`src/rtl/lk_pkg.sv`:
```
package lk_pkg;

  typedef enum logic [1:0] {
    K_OTHER  = 2'b00,
    K_RDLK   = 2'b01,
    K_CPLLK  = 2'b10,
    K_UNLOCK = 2'b11
  } tlp_kind_e;

  typedef enum logic [1:0] {
    ST_IDLE = 2'b00,
    ST_PEND = 2'b01,
    ST_LOCK = 2'b10
  } lock_state_e;

endpackage

```
`src/rtl/lk_rst_sync.sv`:
```
module lk_rst_sync (
  input  logic clk,
  input  logic rst_n,
  output logic rst_sync_n
);

  logic stage_q;
  logic out_q;

  always_ff @(posedge clk or negedge rst_n) begin
    if (!rst_n) begin
      stage_q <= 1'b0;
      out_q   <= 1'b0;
    end else begin
      stage_q <= 1'b1;
      out_q   <= stage_q;
    end
  end

  assign rst_sync_n = out_q;

endmodule

```
`src/rtl/lk_evt_decode.sv`:
```
module lk_evt_decode #(
  parameter int NUM_PORTS = 3,
  parameter int PORT_W    = 2
) (
  input  logic              in_valid,
  input  logic [1:0]        in_kind,
  input  logic              in_ok,
  input  logic [PORT_W-1:0] in_port,
  output logic              ev_req,
  output logic              ev_grant,
  output logic              ev_fail,
  output logic              ev_release
);
  import lk_pkg::*;

  localparam logic [PORT_W:0] PORT_LIMIT = (PORT_W+1)'(NUM_PORTS);

  logic port_in_range;
  logic is_cpl;

  // Reject port indices that name no real downstream port.
  assign port_in_range = ({1'b0, in_port} < PORT_LIMIT);
  assign is_cpl        = in_valid && (in_kind == K_CPLLK);

  assign ev_req     = in_valid && (in_kind == K_RDLK) && port_in_range;
  assign ev_grant   = is_cpl && in_ok;
  assign ev_fail    = is_cpl && !in_ok;
  assign ev_release = in_valid && (in_kind == K_UNLOCK);

endmodule

```
`src/rtl/lk_fsm.sv`:
```
module lk_fsm (
  input  logic                clk,
  input  logic                rst_n,
  input  logic                ev_req,
  input  logic                ev_grant,
  input  logic                ev_fail,
  input  logic                ev_release,
  output lk_pkg::lock_state_e state_q,
  output logic                capture,
  output logic                clear
);
  import lk_pkg::*;

  lock_state_e state_d;
  logic        state_en;

  always_comb begin
    state_d = state_q;
    capture = 1'b0;
    clear   = 1'b0;
    case (state_q)
      ST_IDLE: begin
        if (ev_req) begin
          state_d = ST_PEND;
          capture = 1'b1;
        end
      end
      ST_PEND: begin
        // Release or failure wins over a grant; both cannot occur together.
        if (ev_release || ev_fail) begin
          state_d = ST_IDLE;
          clear   = 1'b1;
        end else if (ev_grant) begin
          state_d = ST_LOCK;
        end
      end
      ST_LOCK: begin
        if (ev_release) begin
          state_d = ST_IDLE;
          clear   = 1'b1;
        end
      end
      default: begin
        state_d = ST_IDLE;
        clear   = 1'b1;
      end
    endcase
  end

  assign state_en = (state_d != state_q);

  always_ff @(posedge clk or negedge rst_n) begin
    if (!rst_n) begin
      state_q <= ST_IDLE;
    end else if (state_en) begin
      state_q <= state_d;
    end
  end

endmodule

```
`src/rtl/lk_port_reg.sv`:
```
module lk_port_reg #(
  parameter int NUM_PORTS = 3,
  parameter int PORT_W    = 2
) (
  input  logic                 clk,
  input  logic                 rst_n,
  input  logic                 capture,
  input  logic                 clear,
  input  logic [PORT_W-1:0]    in_port,
  output logic [NUM_PORTS-1:0] port_oh
);

  logic [PORT_W-1:0] idx_q;
  logic [PORT_W-1:0] idx_d;
  logic              held_q;
  logic              held_d;
  logic              load_en;

  assign load_en = capture || clear;

  always_comb begin
    idx_d  = '0;
    held_d = 1'b0;
    if (capture) begin
      idx_d  = in_port;
      held_d = 1'b1;
    end
  end

  always_ff @(posedge clk or negedge rst_n) begin
    if (!rst_n) begin
      idx_q  <= '0;
      held_q <= 1'b0;
    end else if (load_en) begin
      idx_q  <= idx_d;
      held_q <= held_d;
    end
  end

  for (genvar g = 0; g < NUM_PORTS; g++) begin : g_oh
    assign port_oh[g] = held_q && (idx_q == PORT_W'(g));
  end

endmodule

```
`src/rtl/lock_seq_tracker.sv`:
```
module lock_seq_tracker #(
  parameter int NUM_PORTS = 3,
  parameter int PORT_W    = (NUM_PORTS > 1) ? $clog2(NUM_PORTS) : 1
) (
  input  logic                 clk,
  input  logic                 rst_n,
  input  logic                 tlp_valid,
  input  logic [1:0]           tlp_kind,
  input  logic                 tlp_cpl_ok,
  input  logic [PORT_W-1:0]    tlp_port,
  output logic [1:0]           lock_state,
  output logic                 lock_busy,
  output logic [NUM_PORTS-1:0] lock_port_oh
);
  import lk_pkg::*;

  logic        rst_sync_n;
  logic        ev_req;
  logic        ev_grant;
  logic        ev_fail;
  logic        ev_release;
  logic        capture;
  logic        clear;
  lock_state_e state_q;

  lk_rst_sync i_rst_sync (
    .clk        (clk),
    .rst_n      (rst_n),
    .rst_sync_n (rst_sync_n)
  );

  lk_evt_decode #(
    .NUM_PORTS (NUM_PORTS),
    .PORT_W    (PORT_W)
  ) i_decode (
    .in_valid   (tlp_valid),
    .in_kind    (tlp_kind),
    .in_ok      (tlp_cpl_ok),
    .in_port    (tlp_port),
    .ev_req     (ev_req),
    .ev_grant   (ev_grant),
    .ev_fail    (ev_fail),
    .ev_release (ev_release)
  );

  lk_fsm i_fsm (
    .clk        (clk),
    .rst_n      (rst_sync_n),
    .ev_req     (ev_req),
    .ev_grant   (ev_grant),
    .ev_fail    (ev_fail),
    .ev_release (ev_release),
    .state_q    (state_q),
    .capture    (capture),
    .clear      (clear)
  );

  lk_port_reg #(
    .NUM_PORTS (NUM_PORTS),
    .PORT_W    (PORT_W)
  ) i_port (
    .clk     (clk),
    .rst_n   (rst_sync_n),
    .capture (capture),
    .clear   (clear),
    .in_port (tlp_port),
    .port_oh (lock_port_oh)
  );

  assign lock_state = state_q;
  assign lock_busy  = (state_q != ST_IDLE);

endmodule

```
`config.mk`:
```
export PLATFORM = sky130hd
export DESIGN_NAME = lock_seq_tracker
export DESIGN_NICKNAME = d
export VERILOG_FILES = /design/src/rtl/lk_pkg.sv /design/src/rtl/lk_rst_sync.sv /design/src/rtl/lk_evt_decode.sv /design/src/rtl/lk_fsm.sv /design/src/rtl/lk_port_reg.sv /design/src/rtl/lock_seq_tracker.sv
export SDC_FILE = /design/constraint.sdc
export NUM_CORES = 1
export LEC_CHECK = 0
export CAP_MARGIN = 20
export CORE_AREA = 2 2 39 41
export CTS_CLUSTER_DIAMETER = 50
export DETAILED_ROUTE_END_ITERATION = 10
export DIE_AREA = 0 0 41 43
export DONT_BUFFER_PORTS = 1
export PLACE_DENSITY = 0.47
export SYNTH_ARGS = -nofsm -noshare
export SYNTH_HDL_FRONTEND = slang
export SYNTH_SLANG_ARGS = --single-unit
export TNS_END_PERCENT = 20
```
`constraint.sdc`:
```
create_clock -name clk -period 0.8 [get_ports clk]
set_input_delay 0.12 -clock clk [delete_from_list [all_inputs] [get_ports clk]]
set_output_delay 0.12 -clock clk [all_outputs]
set_load 0.01 [all_outputs]
```
Yosys cells after proc, flatten, opt, wreduce, memory -nomap -nowiden
Index checks and enable logic that the tools add are counted.
- register bits: 7
- input port bits: 8
- output and inout port bits: 6
- word-level logic and storage cells: 41
- order comparisons: 1
- equality and inequality tests: 8
- mux-type cells: 12
- reductions and logical operators: 15
- operator list (kind ; count):
    2-bit two-way mux ; 5
    1-bit logical AND ; 9
    2-bit == test, second input constant ; 4
    2-bit by 1-bit == test with 1-bit output, second input constant ; 3
    2-bit case mux with 3 select lines ; 1
    1-bit two-way mux ; 5
    2-bit logical NOT ; 2
    1-bit case mux with 3 select lines ; 1
    1-bit logical OR ; 2
    2-bit < comparator, second input constant ; 1
    2-bit inequality test ; 1
    2-bit nonzero test ; 1
    1-bit logical NOT ; 1

Depth between registers and ports, before layout
- depth after elaboration: 7
- gate-level depth with buffers: 3
- gate-level depth less buffers: 3

Modules after synthesis
From an unflattened synthesis, not the netlist that was laid out.
- cells, all modules: 36
- area total of the unflattened synthesis: 364.1 um^2
- by module, submodules not included (module ; times used ; cells each ; area an instance (um^2) ; sequential area each (um^2)):
    lk_port_reg ; 1 ; 15 ; 143.9 ; 75.1
    lk_fsm ; 1 ; 11 ; 115.1 ; 50.0
    lk_rst_sync ; 1 ; 3 ; 53.8 ; 50.0
    lk_evt_decode ; 1 ; 6 ; 45.0 ; 0.0
    lock_seq_tracker ; 1 ; 1 ; 6.3 ; 0.0

Least setup slack after synthesis
No wires, ideal clock.
- path kind: register -> register
- start point: register i_fsm.state_q[1]
- end point: register i_port.idx_q[0]
- arrival time: 0.953 ns
- required time: 0.677 ns
- path slack: -0.277 ns
- cell stages (with the launch flop): 4
- buffers on the path: 0
- clock period less this slack: 1.077 ns
- cells stage by stage: dfrtp_1 -> nand4bb_1 -> o21ai_0 -> o2bb2ai_1
- word-level cells in the longest chain between the ends: 3
- RTL lines (what ; line ; source):
    start: declaration ; lk_fsm.sv:8 ; output lk_pkg::lock_state_e state_q,
    start signal: assignment ; lk_fsm.sv:56 ; state_q <= state_d;
    2-bit == test, or another cell as far along ; lk_fsm.sv:21 ; case (state_q)
    1-bit case mux with 3 select lines or 1-bit two-way mux (tied branches) ; lk_fsm.sv:21 ;
    1-bit logical OR or 2-bit two-way mux (tied branches) ; lk_port_reg.sv:19, lk_port_reg.sv:24 ;
    end signal: assignment ; lk_port_reg.sv:35 ; idx_q <= idx_d;
    end: declaration ; lk_port_reg.sv:13 ; logic [PORT_W-1:0] idx_q;
Parallel ways exist; a longest one is shown, timed or not.
A chain may end at the register's enable or synchronous reset.

Worst setup path after layout
- start point: register i_fsm.state_q[0]
- end point: output lock_busy
- word-level cells in the longest chain between the ends: 1
- RTL lines (what ; line ; source):
    2-bit nonzero test ; lock_seq_tracker.sv:71 ; assign lock_busy = (state_q != ST_IDLE);
    end: declaration ; lock_seq_tracker.sv:12 ; output logic lock_busy,
No other way between the ends.

==> metrics <==
CP max stage delay=0.42 ns; Synth top area share=0.519; CP max FO=4; crit path launch=i_fsm.state_q[0]; hold crit path type=primary input to register; Core Area=0.00138 mm^2; Netlist cell types=21; Hold Fails Final Rpt=0; clk buf depth=2; Port Buf Inserts=0; static leakage=0.000234 uW; cells after synthesis=32; Pwr Density=2520 mW/mm^2; Synth Area in Simple Gates=0.189; Num CTS Buffers=3; Synth area leader=dfrtp_1; switching pwr=399 uW; Comb power frac=0.397; GPL Wtd Cong=0.654; Row Count=14; crit-path cells=buf_6 > or2_4; Async SR Flop Fraction=1.00; IR drop worst, VDD=1.01 mV; Clock transition at path regs=0.05 ns; prevailing post-synth register cell=dfrtp_1; Worst path top cell family by delay=flip-flops; count of state elements after synthesis=7; postcts setup bufs=0; Yosys warning count=0; fin crit share=1.43; Critical-path top delay cell=dfrtp_2; CTS H-tree depth=1; Compound-Gate Fraction of Synth Area=0.248; FMAX=876 MHz; worst skew pair latency=0.24 ns; Clock Power Share=0.227; RSZ-0062 raised after global routing=true; Flop pwr share=0.375; mux cell area share after synthesis=0; filler cell count in the final layout=139; critical path arrival=1.02 ns; Min-Delay Startpoint=tlp_port[1]; Worst Path Class, Setup=register to output pin; failing checks=negative setup slack; Final #Nets=56; Internal=937 uW; DR iter-0 viols=3; max-slew violations=0; r2r startpoint=i_fsm.state_q[0]; sequential share of the synthesized area=0.519; Root Buffer=clkbuf_4; total track usage=0.113; chip height=43 um; CTS sink count=7; Switching Share=0.299; top-level I/O count=14; setup violators final=11; largest net degree at the start of global routing=6; adder-cell share of the synthesized area=0; Antenna Nets Post-Route=0; main combinational cell family by area after synthesis=compound AO/OA/AOI/OAI gates; final core utilization=0.383; final worst slack=-0.342 ns; Crit. End Element=output pin; commonest non-fill, non-tap cell in the layout=dfrtp_1; Area contributors post-synth=dfrtp_1 52%, o2bb2ai_1 5.2%, nor3b_1 4.4%, nand4bb_1 3.3%, a32o_1 3.0%; grt ovf=0; CTS tree=yes; Pre-antenna DRT Iters=2; vias in the first global route=324; Vias=304; initial antenna violation count=0; status=finished with violations; max_cap viols=0; sum of buffers and inverters on the critical path=1; Setup Skew=0.00105 ns; DIE AREA=0.00176 mm^2; Initial Util=0.244; Startpoint Class=register; diodes inserted=0; crit path time final=1.14 ns; Critical Path RT=0.68 ns; Mean Syn Cell Area=10.6 um^2; first-pass GRT wire length=1.32 mm; Die W=41 um; DRC viols=0; area growth from synthesis to layout=57.0%; mapped cell area=338 um^2; Setup TNS Final=-2.83 ns; layout cell share with drive strength beyond 1=0.404; final WL=793 um; drt via density=4.83; Synth Area in XOR/XNOR=0; Synthesized Nets=40; most frequent cells in the layout=6 x dfrtp_1, 5 x buf_4, 4 x dlygate4sd3_1, 3 x clkbuf_4; WL/cell=12.6 um; number of synthesized flops with an enable pin=0
[cell type report]
| class | count | area, um^2 | share of cell area |
|---|---|---|---|
| timing repair buffer | 11 | 100 | 0.189 |
| sequential | 7 | 176 | 0.333 |
| multi-input combinational | 22 | 196 | 0.370 |
| clock buffer | 4 | 26.3 | 0.0495 |
| inverter | 3 | 11.3 | 0.0212 |
| tap | 16 | 20.0 | 0.0377 |
[cells by family after synthesis]
group	count (synthesis)
DFF	7
AOI/OAI and AO/OA	11
and+or+nand+nor	10
buffers and inverters	3
other	1
[metal layers]
layer	GRT usage	vias to the layer above	wire length [um]
met1	0.133	151	312
met4	0.0800	0	0
met5	0	-	0
li1	-	149	-
met3	0.0157	0	32
met2	0.175	4	447
[registers in the layout, summed over array words and instances, names as in the netlist]
signal and flops:
i_port.held_q 1, i_fsm.state_q 2, i_rst_sync.rst_sync_n 1, i_rst_sync.stage_q 1, i_port.idx_q 2
[final timing paths]
check	endpoint	slack, ns	cells past startpoint
worst min register to register	i_port.idx_q[0]	0.07	0
min in group asynchronous	i_port.idx_q[0]	0.07	0
worst min-delay path	i_port.idx_q[1]	0.02	1
max in group asynchronous	i_fsm.state_q[0]	0.53	0
worst max-delay path	lock_busy	-0.34	2
worst max register to register	i_port.idx_q[1]	-0.30	3
[power by group through the flow]
stage	sequential [uW]	combinational (uW)	clock (uW)
final	501	531	303
after global routing	514	576	355
after CTS	498	512	329
after detailed placement	495	440	0
after global placement	492	436	0
after floorplan	496	238	0
[cell usage after synthesis, drive strengths merged (2+ instances only)]
cell type and number:
dfrtp 7, nor3b 2, nor2 2, o21ai 2, o2bb2ai 2, inv 3
[what timing repair did]
action,in CTS,in global routing
resized for setup,7,2
endpoints found under the hold margin,4,0
setup endpoints to repair,11,11
pin swaps,4,0
hold buffers,4,0
[per-stage QoR]
stage	cells	total power [uW]	area, um^2	hold slack, ns	setup slack [ns]
2_1_floorplan	32	735	354	-0.176	-0.262
3_3_place_gp	55	929	427	-0.176	-0.296
3_5_place_dp	55	935	427	-0.176	-0.290
4_1_cts	63	1340	523	0.0102	-0.352
5_1_grt	63	1450	531	0.0161	-0.391
6_report	63	1340	531	0.0198	-0.342
Power figures use the tool's default switching activity.
